## src/rtl/cc_pkg.sv

```systemverilog
package cc_pkg;
  localparam int MB_CMP_EN = 6;
  localparam int MB_CAP_R  = 5;
  localparam int MB_CAP_F  = 4;
  localparam int MB_MATCH  = 3;
  localparam int MB_TOG    = 2;
  localparam int MB_PWM    = 1;

  typedef enum logic [1:0] {OP_IDLE, OP_CAPT, OP_TIMER, OP_HSO} op_e;

  function automatic op_e mode_decode(input logic [6:0] m);
    op_e r;
    r = OP_IDLE;
    if (!m[MB_MATCH] && !m[MB_TOG] && !m[MB_PWM] && (m[MB_CAP_R] || m[MB_CAP_F]))
      r = OP_CAPT;
    else if (m[MB_CMP_EN] && !m[MB_CAP_R] && !m[MB_CAP_F] && m[MB_MATCH] && !m[MB_PWM])
      r = m[MB_TOG] ? OP_HSO : OP_TIMER;
    return r;
  endfunction
endpackage

```

## src/rtl/cc_edge_sync.sv

```systemverilog
module cc_edge_sync #(
  parameter int STAGES = 2
) (
  input  logic clk,
  input  logic rst,
  input  logic pin_i,
  output logic rise_o,
  output logic fall_o
);
  logic [STAGES:0] sh;

  always_ff @(posedge clk) begin
    if (rst) sh <= '0;
    else     sh <= {sh[STAGES-1:0], pin_i};
  end

  assign rise_o = sh[STAGES-1] & ~sh[STAGES];
  assign fall_o = ~sh[STAGES-1] & sh[STAGES];
endmodule

```

## src/rtl/cc_match.sv

```systemverilog
module cc_match #(
  parameter int W = 16
) (
  input  logic         clk,
  input  logic         rst,
  input  logic         en_i,
  input  logic [W-1:0] cnt_i,
  input  logic [W-1:0] cmp_i,
  output logic         hit_o
);
  logic eq, eq_q;

  assign eq = (cnt_i == cmp_i);

  always_ff @(posedge clk) begin
    if (rst) eq_q <= 1'b0;
    else     eq_q <= eq;
  end

  assign hit_o = en_i & eq & ~eq_q;


  single_hit_chk: assert property (@(posedge clk) disable iff (rst)
    hit_o |=> !hit_o);
endmodule

```

## src/rtl/cc_channel.sv

```systemverilog
module cc_channel #(
  parameter int BYTE_W      = 8,
  parameter int SYNC_STAGES = 2
) (
  input  logic                clk,
  input  logic                rst,
  input  logic [2*BYTE_W-1:0] cnt_val,
  input  logic                pin_in,
  input  logic                mode_we,
  input  logic [6:0]          mode_wdata,
  input  logic                lo_we,
  input  logic                hi_we,
  input  logic [BYTE_W-1:0]   byte_wdata,
  input  logic                pin_set_we,
  input  logic                pin_set_val,
  output logic                pin_out,
  output logic                evt_set,
  output logic [2*BYTE_W-1:0] cap_q,
  output logic [7:0]          mode_q
);
  import cc_pkg::*;

  localparam int VAL_W = 2 * BYTE_W;

  logic [6:0]       mode_r;
  logic [VAL_W-1:0] val_r;
  logic             pin_r, evt_r;
  logic             rise, fall, hit, cap_fire, tog_fire, cmp_on;
  op_e              op;

  assign op = mode_decode(mode_r);

  cc_edge_sync #(.STAGES(SYNC_STAGES)) u_sync (
    .clk(clk), .rst(rst), .pin_i(pin_in), .rise_o(rise), .fall_o(fall)
  );

  assign cmp_on = (op == OP_TIMER) || (op == OP_HSO);

  cc_match #(.W(VAL_W)) u_match (
    .clk(clk), .rst(rst), .en_i(cmp_on), .cnt_i(cnt_val), .cmp_i(val_r), .hit_o(hit)
  );

  assign cap_fire = (op == OP_CAPT) &&
                    ((mode_r[MB_CAP_R] && rise) || (mode_r[MB_CAP_F] && fall));
  assign tog_fire = hit && (op == OP_HSO);

  always_ff @(posedge clk) begin
    if (rst) begin
      mode_r <= '0;
      val_r  <= '0;
      pin_r  <= 1'b0;
      evt_r  <= 1'b0;
    end else begin
      if (mode_we) mode_r <= mode_wdata;
      if (lo_we)   mode_r[MB_CMP_EN] <= 1'b0;
      if (hi_we)   mode_r[MB_CMP_EN] <= 1'b1;

      if (cap_fire) val_r <= cnt_val;
      if (lo_we)    val_r[BYTE_W-1:0] <= byte_wdata;
      if (hi_we)    val_r[VAL_W-1:BYTE_W] <= byte_wdata;

      if (tog_fire)   pin_r <= ~pin_r;
      if (pin_set_we) pin_r <= pin_set_val;

      evt_r <= cap_fire | hit;
    end
  end

  assign pin_out = pin_r;
  assign evt_set = evt_r;
  assign cap_q   = val_r;
  assign mode_q  = {1'b0, mode_r};


  lo_clears_chk: assert property (@(posedge clk) disable iff (rst)
    (lo_we && !hi_we) |=> !mode_q[6]);


  hi_sets_chk: assert property (@(posedge clk) disable iff (rst)
    hi_we |=> mode_q[6]);


  capture_flags_chk: assert property (@(posedge clk) disable iff (rst)
    (cap_q != $past(cap_q) && !$past(lo_we) && !$past(hi_we)) |-> evt_set);


  toggle_flags_chk: assert property (@(posedge clk) disable iff (rst)
    (pin_out != $past(pin_out) && !$past(pin_set_we)) |-> evt_set);
endmodule

```

## config.mk

```make
export PLATFORM = sky130hd
export DESIGN_NAME = cc_channel
export DESIGN_NICKNAME = d
export VERILOG_FILES = /design/src/rtl/cc_pkg.sv /design/src/rtl/cc_edge_sync.sv /design/src/rtl/cc_match.sv /design/src/rtl/cc_channel.sv
export SDC_FILE = /design/constraint.sdc
export NUM_CORES = 1
export LEC_CHECK = 0
export CAP_MARGIN = 40
export CORE_ASPECT_RATIO = 0.6
export CORE_UTILIZATION = 41
export CTS_CLUSTER_DIAMETER = 30
export DETAILED_ROUTE_END_ITERATION = 12
export GPL_TIMING_DRIVEN = 0
export PLACE_DENSITY = 0.8
export SETUP_SLACK_MARGIN = 0.2
export SYNTH_ARGS = -nofsm -noshare
export SYNTH_HDL_FRONTEND = slang
export SYNTH_SLANG_ARGS = --single-unit
```

## constraint.sdc

```tcl
create_clock -name clk -period 2.17 [get_ports clk]
set_input_delay 0.434 -clock clk [delete_from_list [all_inputs] [get_ports clk]]
set_output_delay 0.434 -clock clk [all_outputs]
set_load 0.02 [all_outputs]
```

Word level (Yosys, flattened, before mapping)
Cells that the tools add are included. W data, S select, Z words.

Flip-flop bits (word level): 29. Bits in latches: 0. RAM bits: 0. Bits in read-only memories: 0. Output and inout bits: 26. Logic and storage cells: 55. Memories kept: 0.

$add $sub $neg: 0. $mul: 0. Divide/modulo/power cells: 0. Magnitude comparators: 0. Equal/unequal tests: 4. Shift-type cells: 0. Muxes and demuxes: 11. Bitwise gates (word level): 9. Reduce and logical (&&, ||, !) cells: 23.

Operator list (number): $eq A16 B16 Y1 (1); $mux W16 (1); $mux W8 (2); $logic_and A1 B1 Y1 (11); $mux W7 (1); $reduce_bool A2 Y1 (3); $logic_not A1 Y1 (5); $mux W1 (5); $and A1 B1 Y1 (4); $eq A2 B2 Y1 const B (2); $mux W2 (2); $not A1 Y1 (4); $logic_or A1 B1 Y1 (3); $reduce_bool A3 Y1 (1); $eq A2 B1 Y1 const B (1); $or A1 B1 Y1 (1).

Longest topological paths before layout
Gate-level depths: netlist of the first run.

Depth after elaboration: 14. Gate-level depth with buffers: 6. Gate-level depth less buffers: 5.

Modules after synthesis
A second synthesis of the first run with hierarchy kept.

Cell total of the unflattened synthesis: 148. Area, all modules: 1465.2 um^2.

By module, submodules not included: cc_channel (times used 1, cells an instance 116, area each 1166.1 um^2); cc_match (times used 1, cells an instance 24, area each 207.7 um^2); cc_edge_sync (times used 1, cells an instance 8, area each 91.3 um^2).

Worst setup path after synthesis of the first run
Ideal clock, no wire load.

Path type: register -> register. From: register mode_r[5]. To: register val_r[0], in the netlist cap_q[0]. Library setup time: 128 ps. Arrival: 1880 ps. Required time: 2042 ps. Setup slack: 163 ps. Stages on the path, launching flop included: 7. Path through: dfxtp_1 nand3b_1 a2111oi_4 buf_6 mux2_2 mux2i_1 nor2_1.

Word-level cells in the longest chain between the ends: 10. Elaborated cells between the ends (all ways): 14.

Ends and longest elaborated chain: start: declaration (line cc_channel.sv:25) `logic [6:0] mode_r;`; start signal: assignment (line cc_channel.sv:54) `if (mode_we) mode_r <= mode_wdata;`; $logic_not A1 Y1 (line cc_pkg.sv:16) `else if (m[MB_CMP_EN] && !m[MB_CAP_R] && !m[MB_CAP_F] && m[MB_MATCH] && !m[MB_PWM])`; $logic_and A1 B1 Y1 (4 in a row) (line cc_pkg.sv:16); $mux W2 (line cc_pkg.sv:16); $mux W2 (line cc_pkg.sv:14) `if (!m[MB_MATCH] && !m[MB_TOG] && !m[MB_PWM] && (m[MB_CAP_R] || m[MB_CAP_F]))`; $eq A2 B1 Y1 (line cc_channel.sv:43) `assign cap_fire = (op == OP_CAPT) &&`; $logic_and A1 B1 Y1 * (line cc_channel.sv:43); $reduce_bool A2 Y1 (no line) *; end signal: assignment (line cc_channel.sv:58) `if (cap_fire) val_r <= cnt_val;`; end signal: indexed assignment (line cc_channel.sv:59) `if (lo_we) val_r[BYTE_W-1:0] <= byte_wdata;`; end signal: indexed assignment (line cc_channel.sv:60) `if (hi_we) val_r[VAL_W-1:BYTE_W] <= byte_wdata;`; end: declaration (line cc_channel.sv:26) `logic [VAL_W-1:0] val_r;`.

Mark *: on every way between the ends. The rest lies on a longest branch, timed or not. A chain may end at the register's enable or synchronous reset.

Worst setup path in the final report of the first run
From: register u_sync.sh[1]. To: register val_r[5], in the netlist cap_q[5].

Word-level cells in the longest chain between the ends: 6. Elaborated cells between the ends (all ways): 8.

Ends and longest elaborated chain: start: declaration (line cc_edge_sync.sv:10) `logic [STAGES:0] sh;`; start signal: assignment (line cc_edge_sync.sv:14) `else sh <= {sh[STAGES-1:0], pin_i};`; $not A1 Y1 (line cc_edge_sync.sv:18) `assign fall_o = ~sh[STAGES-1] & sh[STAGES];`; $and A1 B1 Y1 (line cc_edge_sync.sv:18); $logic_and A1 B1 Y1 (line cc_channel.sv:44) `((mode_r[MB_CAP_R] && rise) || (mode_r[MB_CAP_F] && fall));`; $logic_or A1 B1 Y1 * (line cc_channel.sv:44); $logic_and A1 B1 Y1 * (line cc_channel.sv:43); $reduce_bool A2 Y1 (no line) *.

Marked as above.

==> results by group, run 1 <==
Placed design
  – Final weighted congestion in routability-driven placement: 0.8549
  – Post-Place Worst Slack: -0.3381 ns
  – Cell Count Post-Placement: 243
  – HPWL after DPL: 2.913 mm
  – Placement Cell Area: 2086 um^2
  – Count of port buffers added during placement: 59

Final layout
  – Area grow syn2layout: 56.40%
  – Most used cells in the layout excluding fill and tap cells: sky130_fd_sc_hd__clkdlybuf4s50_1, sky130_fd_sc_hd__dfxtp_1, sky130_fd_sc_hd__nor2_1, sky130_fd_sc_hd__mux2i_1, sky130_fd_sc_hd__xnor2_1
  – Number of nets in the layout: 247
  – Fill cell count: 267
  – Cell area after layout: 2248 um^2
  – Most common library cell in the layout ignoring fill and taps: sky130_fd_sc_hd__clkdlybuf4s50_1
  – Antenna cells: 0
  – Fraction of final layout cells sized beyond drive strength 1: 14.90%
  – Final non-filler cell total: 253

Clocking
  – Clock Path Buffers: 2
  – CTS tree: done
  – CTS buffer count: 5
  – Root buffer selected by CTS: sky130_fd_sc_hd__clkbuf_8
  – Clock latency reported for the late side of the worst-skew pair: 0.28 ns
  – Clock sink count: 29
  – Total number of H-tree levels: 2
  – CTS clock-pin slew for the worst setup and hold paths: 0.06 ns

Yosys
  – Unique masters post-synth: 21
  – Synth Warn #: 0
  – Post-Synthesis Cells: 139
  – Avg Inst Size Synth: 10.34 um^2
  – Number of register bits inferred by synthesis: 29
  – Cell area after synthesis: 1438 um^2
  – Portion of the post-synthesis area used by sequential elements: 40.38%
  – Synthesized netlist net count: 178

Route
  – Count of vias placed by the detailed router: 1256
  – Remaining number of nets flagged by the antenna check after routing: 0
  – Residual DRC count: 0
  – Wire length per cell after detailed routing: 15.23 um
  – Number of DRC markers in iteration 0: 53
  – Aggregate routed wire length: 3.853 mm
  – DR vias/cell: 4.964
  – First drt pass iteration count: 4

Timing
  – Final worst path period share: 87.90%
  – Setup TNS Final: 0 ns
  – Highest achievable clock rate: 524.3 MHz
  – Final critical path time including I/O delays and setup: 1.907 ns
  – Setup-failing EPs final: 0
  – Number of hold violations in the final report: 0
  – Final worst clock skew: 0.005862 ns
  – Pin slew with the least headroom to its limit: 0.5543 ns
  – Headroom to the max-slew limit: 63.05%
  – Max-slew violation total from the final report: 0
  – Setup repair after global routing missed its margin: true
  – Setup ws final: 0.2627 ns

Die
  – Area of the core: 3303 um^2
  – Overall die area: 3755 um^2
  – I/O pin cnt: 65
  – Core Rows: 16
  – Initial core utilization: 43.52%
  – Die outline height: 47.87 um
  – Die X: 78.45 um

Power
  – Static Leakage: 0.0009909 uW
  – P per Cell Area: 594.5 nW/um^2
  – Combinational fraction of design power: 22.3%
  – Worst VDD drop: 0.0004000 V
  – P_int: 985.0 uW
  – Sequential power share: 44.2%
  – Fraction of power consumed by the clock network: 33.4%
  – Sw frac: 26.31%
  – Power spent charging and discharging nets: 351.8 uW

Critical path
  – Largest fanout on the critical path: 10
  – CP Data Required Time: 2.31 ns
  – Arrival time at the worst endpoint: 2.05 ns
  – CP Capture Type: flip-flop
  – Worst Path Class, Setup: flip-flop to flip-flop
  – Kind of launch point of the worst setup path: flip-flop

GRT
  – Number of antenna violations at the first check in global routing: 0
  – Number of global-route vias before repair: 1119
  – Gr usage total: 20.94%
  – Largest net degree at the start of global routing: 11
  – First-pass GRT wire length: 5.575 mm
  – Total grt overflow: 0

Status
  – Result of the run: finished, final reports clean

Job
  – Max-cap violations: 0

Min path
  – Worst hold-check path type: flip-flop to flip-flop
power by group through the flow:
stage | Clock [uW] | Combinational, uW | Sequential [uW]
finish | 447 | 298 | 591
global route | 472 | 318 | 596
CTS | 452 | 298 | 591
detailed placement | 0 | 295 | 602
global placement | 0 | 288 | 600
floorplan | 0 | 115 | 632
worst max-delay path, cell delays in order, from the launching register on:
cell and delay (ns):
sky130_fd_sc_hd__dfxtp_1 0.32, sky130_fd_sc_hd__nand3b_1 0.19, sky130_fd_sc_hd__a2111oi_4 0.48, sky130_fd_sc_hd__buf_6 0.22, sky130_fd_sc_hd__mux2_2 0.34, sky130_fd_sc_hd__mux2i_1 0.15
sky130_fd_sc_hd__nor2_1 0.06
cell usage after synthesis:
master	count	area share, %
sky130_fd_sc_hd__dfxtp_1	29	40
sky130_fd_sc_hd__nor2_1	26	6.8
sky130_fd_sc_hd__mux2i_1	23	16
sky130_fd_sc_hd__xnor2_1	16	9.7
sky130_fd_sc_hd__mux2_2	14	11
sky130_fd_sc_hd__nor2b_1	6	2.6
sky130_fd_sc_hd__clkbuf_1	4	1.0
sky130_fd_sc_hd__nand4_1	4	1.7
sky130_fd_sc_hd__buf_4	3	1.6
sky130_fd_sc_hd__mux2_1	2	1.6
sky130_fd_sc_hd__nand3b_1	2	1.0
sky130_fd_sc_hd__a2111oi_0	1	0.61
sky130_fd_sc_hd__a2111oi_4	1	1.9
sky130_fd_sc_hd__a21oi_1	1	0.35
sky130_fd_sc_hd__a311oi_1	1	0.61
sky130_fd_sc_hd__and3_1	1	0.44
sky130_fd_sc_hd__buf_6	1	0.78
sky130_fd_sc_hd__conb_1	1	0.26
sky130_fd_sc_hd__nand4bb_1	1	0.78
sky130_fd_sc_hd__nor3_1	1	0.35
sky130_fd_sc_hd__nor4_1	1	0.44
path summary, 6_finish.rpt:
path	slack (ns)	from	endpoint	cells after the start
max	0.26	u_sync.sh[1]	cap_q[5]	6
min	0.44	u_sync.sh[0]	u_sync.sh[1]	1
max reg2reg	0.26	u_sync.sh[1]	cap_q[5]	6
min reg2reg	0.44	u_sync.sh[0]	u_sync.sh[1]	1
registers in the layout (all words and copies together), names as in the netlist:
register / flops
u_sync.sh: 3
u_match.eq_q: 1
pin_out: 1
mode_r: 7
cap_q: 16
evt_set: 1
final cells by class:
class / instances / area (um^2) / share of cell area, %
plain buffers: 8 / 48.80 / 2.170
flip-flops and latches: 29 / 581.8 / 25.88
well taps: 45 / 56.30 / 2.504
multi-input cells: 102 / 830.8 / 36.95
clock buffers: 7 / 86.33 / 3.840
repair buffers: 62 / 644.4 / 28.66
layer usage:
layer | part of all wire [%] | global-route usage [%] | up-vias
met1 | 49 | 27.31 | 598
met4 | 0.93 | 8.148 | 0
met5 | 0 | 0 | -
li1 | - | - | 614
met2 | 45 | 33.33 | 40
met3 | 5.5 | 6.476 | 4
cell families after synthesis:
| family | Yosys count | share of synthesized area, % |
|---|---|---|
| buffers and inverters | 8 | 3.394 |
| other | 1 | 0.2608 |
| and+or+nand+nor | 42 | 14.19 |
| DFF | 29 | 40.38 |
| muxes | 39 | 28.55 |
| AOI/OAI and AO/OA | 4 | 3.481 |
| xor gates and xnor gates | 16 | 9.747 |
repair_timing:
action	4_1_cts	5_1_grt
gates resized for setup	1	14
pin swaps	1	9
cloned	0	0
hold buffers	0	0
endpoints found under the hold margin	0	0
setup endpoints to repair	17	3
setup buffers	2	1
per-stage QoR:
stage / hold WS [ns] / power, uW / utilization [%]
6_report: 0.4386 / 1337 / 68.07
3_3_place_gp: 0.4203 / 888.6 / 63.14
4_1_cts: 0.4383 / 1341 / 66.40
5_1_grt: 0.4680 / 1386 / 68.07
2_1_floorplan: 0.4138 / 746.8 / -
3_5_place_dp: 0.4231 / 896.9 / 63.14
Power figures use the tool's default switching activity.
==> run 2, diff against run 1 <==
==> constraint.sdc (replaced) <==
create_clock -name clk -period 2.17 [get_ports clk]
set_input_delay 0.217 -clock clk [delete_from_list [all_inputs] [get_ports clk]]
set_output_delay 0.217 -clock clk [all_outputs]
set_load 0.02 [all_outputs]
==> run 2 against run 1 <==
Non-clock buffer count shrank 1. Maximum frequency grew 1.5%. Final area shrank 2.3%. Routed wire length shrank 2.9%. Die area is the same. Utilization shrank 1.6 points. Clock power shrank 2%. Sequential power is essentially flat. Largest power group unchanged.
==> results by group, run 2 (synthesized netlist as in run 1, its figures left out) <==
Status
  – Result of the run: finished, final reports clean (unchanged)

Clocking
  – Root buffer selected by CTS: sky130_fd_sc_hd__clkbuf_8 (unchanged)
  – CTS buffer count: 5 (unchanged)
  – CTS clock-pin slew for the worst setup and hold paths: 0.06 ns (about the same)
  – Total number of H-tree levels: 2 (unchanged)
  – CTS tree: done (unchanged)
  – Clock sink count: 29 (unchanged)
  – CTS Hold Buffers Added: 0 (unchanged)
  – Clock Path Buffers: 2 (unchanged)
  – Clock latency reported for the late side of the worst-skew pair: 0.27 ns (was 0.28 ns)

Min path
  – Worst hold-check path type: input pin to flip-flop (was flip-flop to flip-flop)

Final layout
  – Fraction of final layout cells sized beyond drive strength 1: 14.01% (was 14.90%)
  – Area grow syn2layout: 52.83% (was 56.40%)
  – Most common library cell in the layout ignoring fill and taps: sky130_fd_sc_hd__clkdlybuf4s50_1 (unchanged)
  – Share of the core filled with cells in the final layout: 66.52% (was 68.07%)
  – Most used cells in the layout excluding fill and tap cells: sky130_fd_sc_hd__clkdlybuf4s50_1, sky130_fd_sc_hd__dfxtp_1, sky130_fd_sc_hd__nor2_1, sky130_fd_sc_hd__mux2i_1, sky130_fd_sc_hd__xnor2_1 (unchanged)
  – Fill cell count: 273 (was 267)
  – Final non-filler cell total: 252 (was 253)
  – Number of flip-flops under the largest register name: 16 (unchanged)
  – Antenna cells: 0 (unchanged)
  – Number of nets in the layout: 246 (was 247)

Route
  – Residual DRC count: 0 (unchanged)
  – First drt pass iteration count: 4 (unchanged)
  – Wire length per cell after detailed routing: 14.85 um (was 15.23 um)
  – Aggregate routed wire length: 3.743 mm (was 3.853 mm)
  – DR vias/cell: 4.853 (was 4.964)
  – Remaining number of nets flagged by the antenna check after routing: 0 (unchanged)
  – Count of vias placed by the detailed router: 1223 (was 1256)
  – Number of DRC markers in iteration 0: 36 (was 53)

Timing
  – Final critical path time including I/O delays and setup: 1.879 ns (was 1.907 ns)
  – Final worst clock skew: 0.005180 ns (was 0.005862 ns)
  – Setup ws final: 0.2907 ns (was 0.2627 ns)
  – Number of hold violations in the final report: 0 (unchanged)
  – Final worst path period share: 86.60% (was 87.90%)
  – Headroom to the max-slew limit: 63.80% (was 63.05%)
  – Pin slew with the least headroom to its limit: 0.5431 ns (was 0.5543 ns)
  – Setup-failing EPs final: 0 (unchanged)
  – Max-slew violation total from the final report: 0 (unchanged)
  – Setup repair after global routing missed its margin: true (unchanged)
  – Highest achievable clock rate: 532.1 MHz (was 524.3 MHz)

GRT
  – Number of antenna violations at the first check in global routing: 0 (unchanged)
  – Number of global-route vias before repair: 1119 (unchanged)
  – First-pass GRT wire length: 5.575 mm (unchanged)
  – GR peak layer: met2 (unchanged)
  – Gr usage total: 20.94% (unchanged)
  – Largest net degree at the start of global routing: 11 (unchanged)
  – Met2 Resource Use GR: 33.33% (unchanged)
  – Global Route met1 Usage: 27.31% (unchanged)
  – Total grt overflow: 0 (unchanged)
  – Met3 global-route usage: 6.476% (unchanged)

Placed design
  – Cell Count Post-Placement: 243 (unchanged)
  – HPWL after DPL: 2.913 mm (unchanged)
  – Count of port buffers added during placement: 59 (unchanged)
  – Post-Place Worst Slack: -0.1211 ns (was -0.3381 ns)
  – Final weighted congestion in routability-driven placement: 0.8549 (unchanged)

Die
  – Core Rows: 16 (unchanged)
  – Die X: 78.45 um (unchanged)
  – Initial core utilization: 43.52% (unchanged)
  – Area of the core: 3303 um^2 (unchanged)
  – I/O pin cnt: 65 (unchanged)
  – Overall die area: 3755 um^2 (unchanged)
  – Die outline height: 47.87 um (unchanged)

Critical path
  – Delay of the slowest critical-path stage: 0.48 ns (about the same)
  – Slowest cell on the critical path: sky130_fd_sc_hd__a2111oi_4 (unchanged)
  – Worst Path Class, Setup: flip-flop to flip-flop (unchanged)
  – Arrival time at the worst endpoint: 2.03 ns (was 2.05 ns)
  – CP Capture Type: flip-flop (unchanged)
  – Largest fanout on the critical path: 10 (unchanged)
  – Kind of launch point of the worst setup path: flip-flop (unchanged)
  – Cells along the critical path: nand3b_1, a2111oi_4, buf_6, mux2_1, mux2i_1, nor2_1 (was nand3b_1, a2111oi_4, buf_6, mux2_2, mux2i_1, nor2_1)
  – CP Data Required Time: 2.32 ns (was 2.31 ns)
  – Worst R2R Setup Slack: 0.29 ns (was 0.26 ns)

Job
  – Max-cap violations: 0 (unchanged)

Power
  – Static Leakage: 0.0008668 uW (was 0.0009909 uW)
  – Worst VDD drop: 0.0003942 V (was 0.0004000 V)
  – P per Cell Area: 604.8 nW/um^2 (was 594.5 nW/um^2)
==> run 2: timing repair <==
action / 4_1_cts / 5_1_grt
setup buffers: 2 / 0
pin swaps: 1 / 1
resized for setup: 1 / 1
endpoints found under the setup margin: 17 / 2
==> run 2: worst paths after layout <==
check | startpoint | to | cells past startpoint
max | u_sync.sh[1] | cap_q[1] | 6
min | hi_we | mode_r[6] | 3
max reg2reg | u_sync.sh[1] | cap_q[1] | 6
min reg2reg | u_sync.sh[0] | u_sync.sh[1] | 1
==> run 2: cell type report <==
class / count / area (um^2) / share of cell area (%)
Multi-Input combinational cell: 102 / 814.5 / 37.07
Sequential cell: 29 / 581.8 / 26.48
Clock buffer: 7 / 86.33 / 3.929
Tap cell: 45 / 56.30 / 2.563
Timing Repair Buffer: 61 / 609.3 / 27.73
Buffer: 8 / 48.80 / 2.221
==> run 2: through the flow <==
| stage | cell area (um^2) | hold WS, ns | TNS (ns) | power, uW |
|---|---|---|---|---|
| 3_5_place_dp | 2086 | 0.4231 | -0.4582 | 896.9 |
| 6_report | 2197 | 0.3098 | 0 | 1329 |
| 5_1_grt | 2197 | 0.3301 | 0 | 1382 |
| 3_3_place_gp | 2086 | 0.4203 | -0.01366 | 888.6 |
| 4_1_cts | 2193 | 0.3065 | 0 | 1341 |
| 2_1_floorplan | 1439 | 0.3452 | 0 | 746.8 |
==> run 2: worst max-delay path, delay by kind of cell (launching register included) <==
kind,cells,cell delay [ns]
buffers and inverters,1,0.22
and+or+nand+nor,2,0.24
muxes,2,0.49
AOI/OAI and AO/OA,1,0.48
DFF,1,0.32
==> run 2: routing by layer <==
layer,wire [um],part of all wire [%]
met5,0,0
met4,47,1.3
met3,247,6.6
met2,1646,44
met1,1801,48
==> run 2: where the power goes <==
part | switching (uW) | internal (uW) | leakage, uW
combinational | 125 | 172 | 0.000583
sequential | 27.9 | 563 | 0.000240
clock | 189 | 251 | 0.0000443
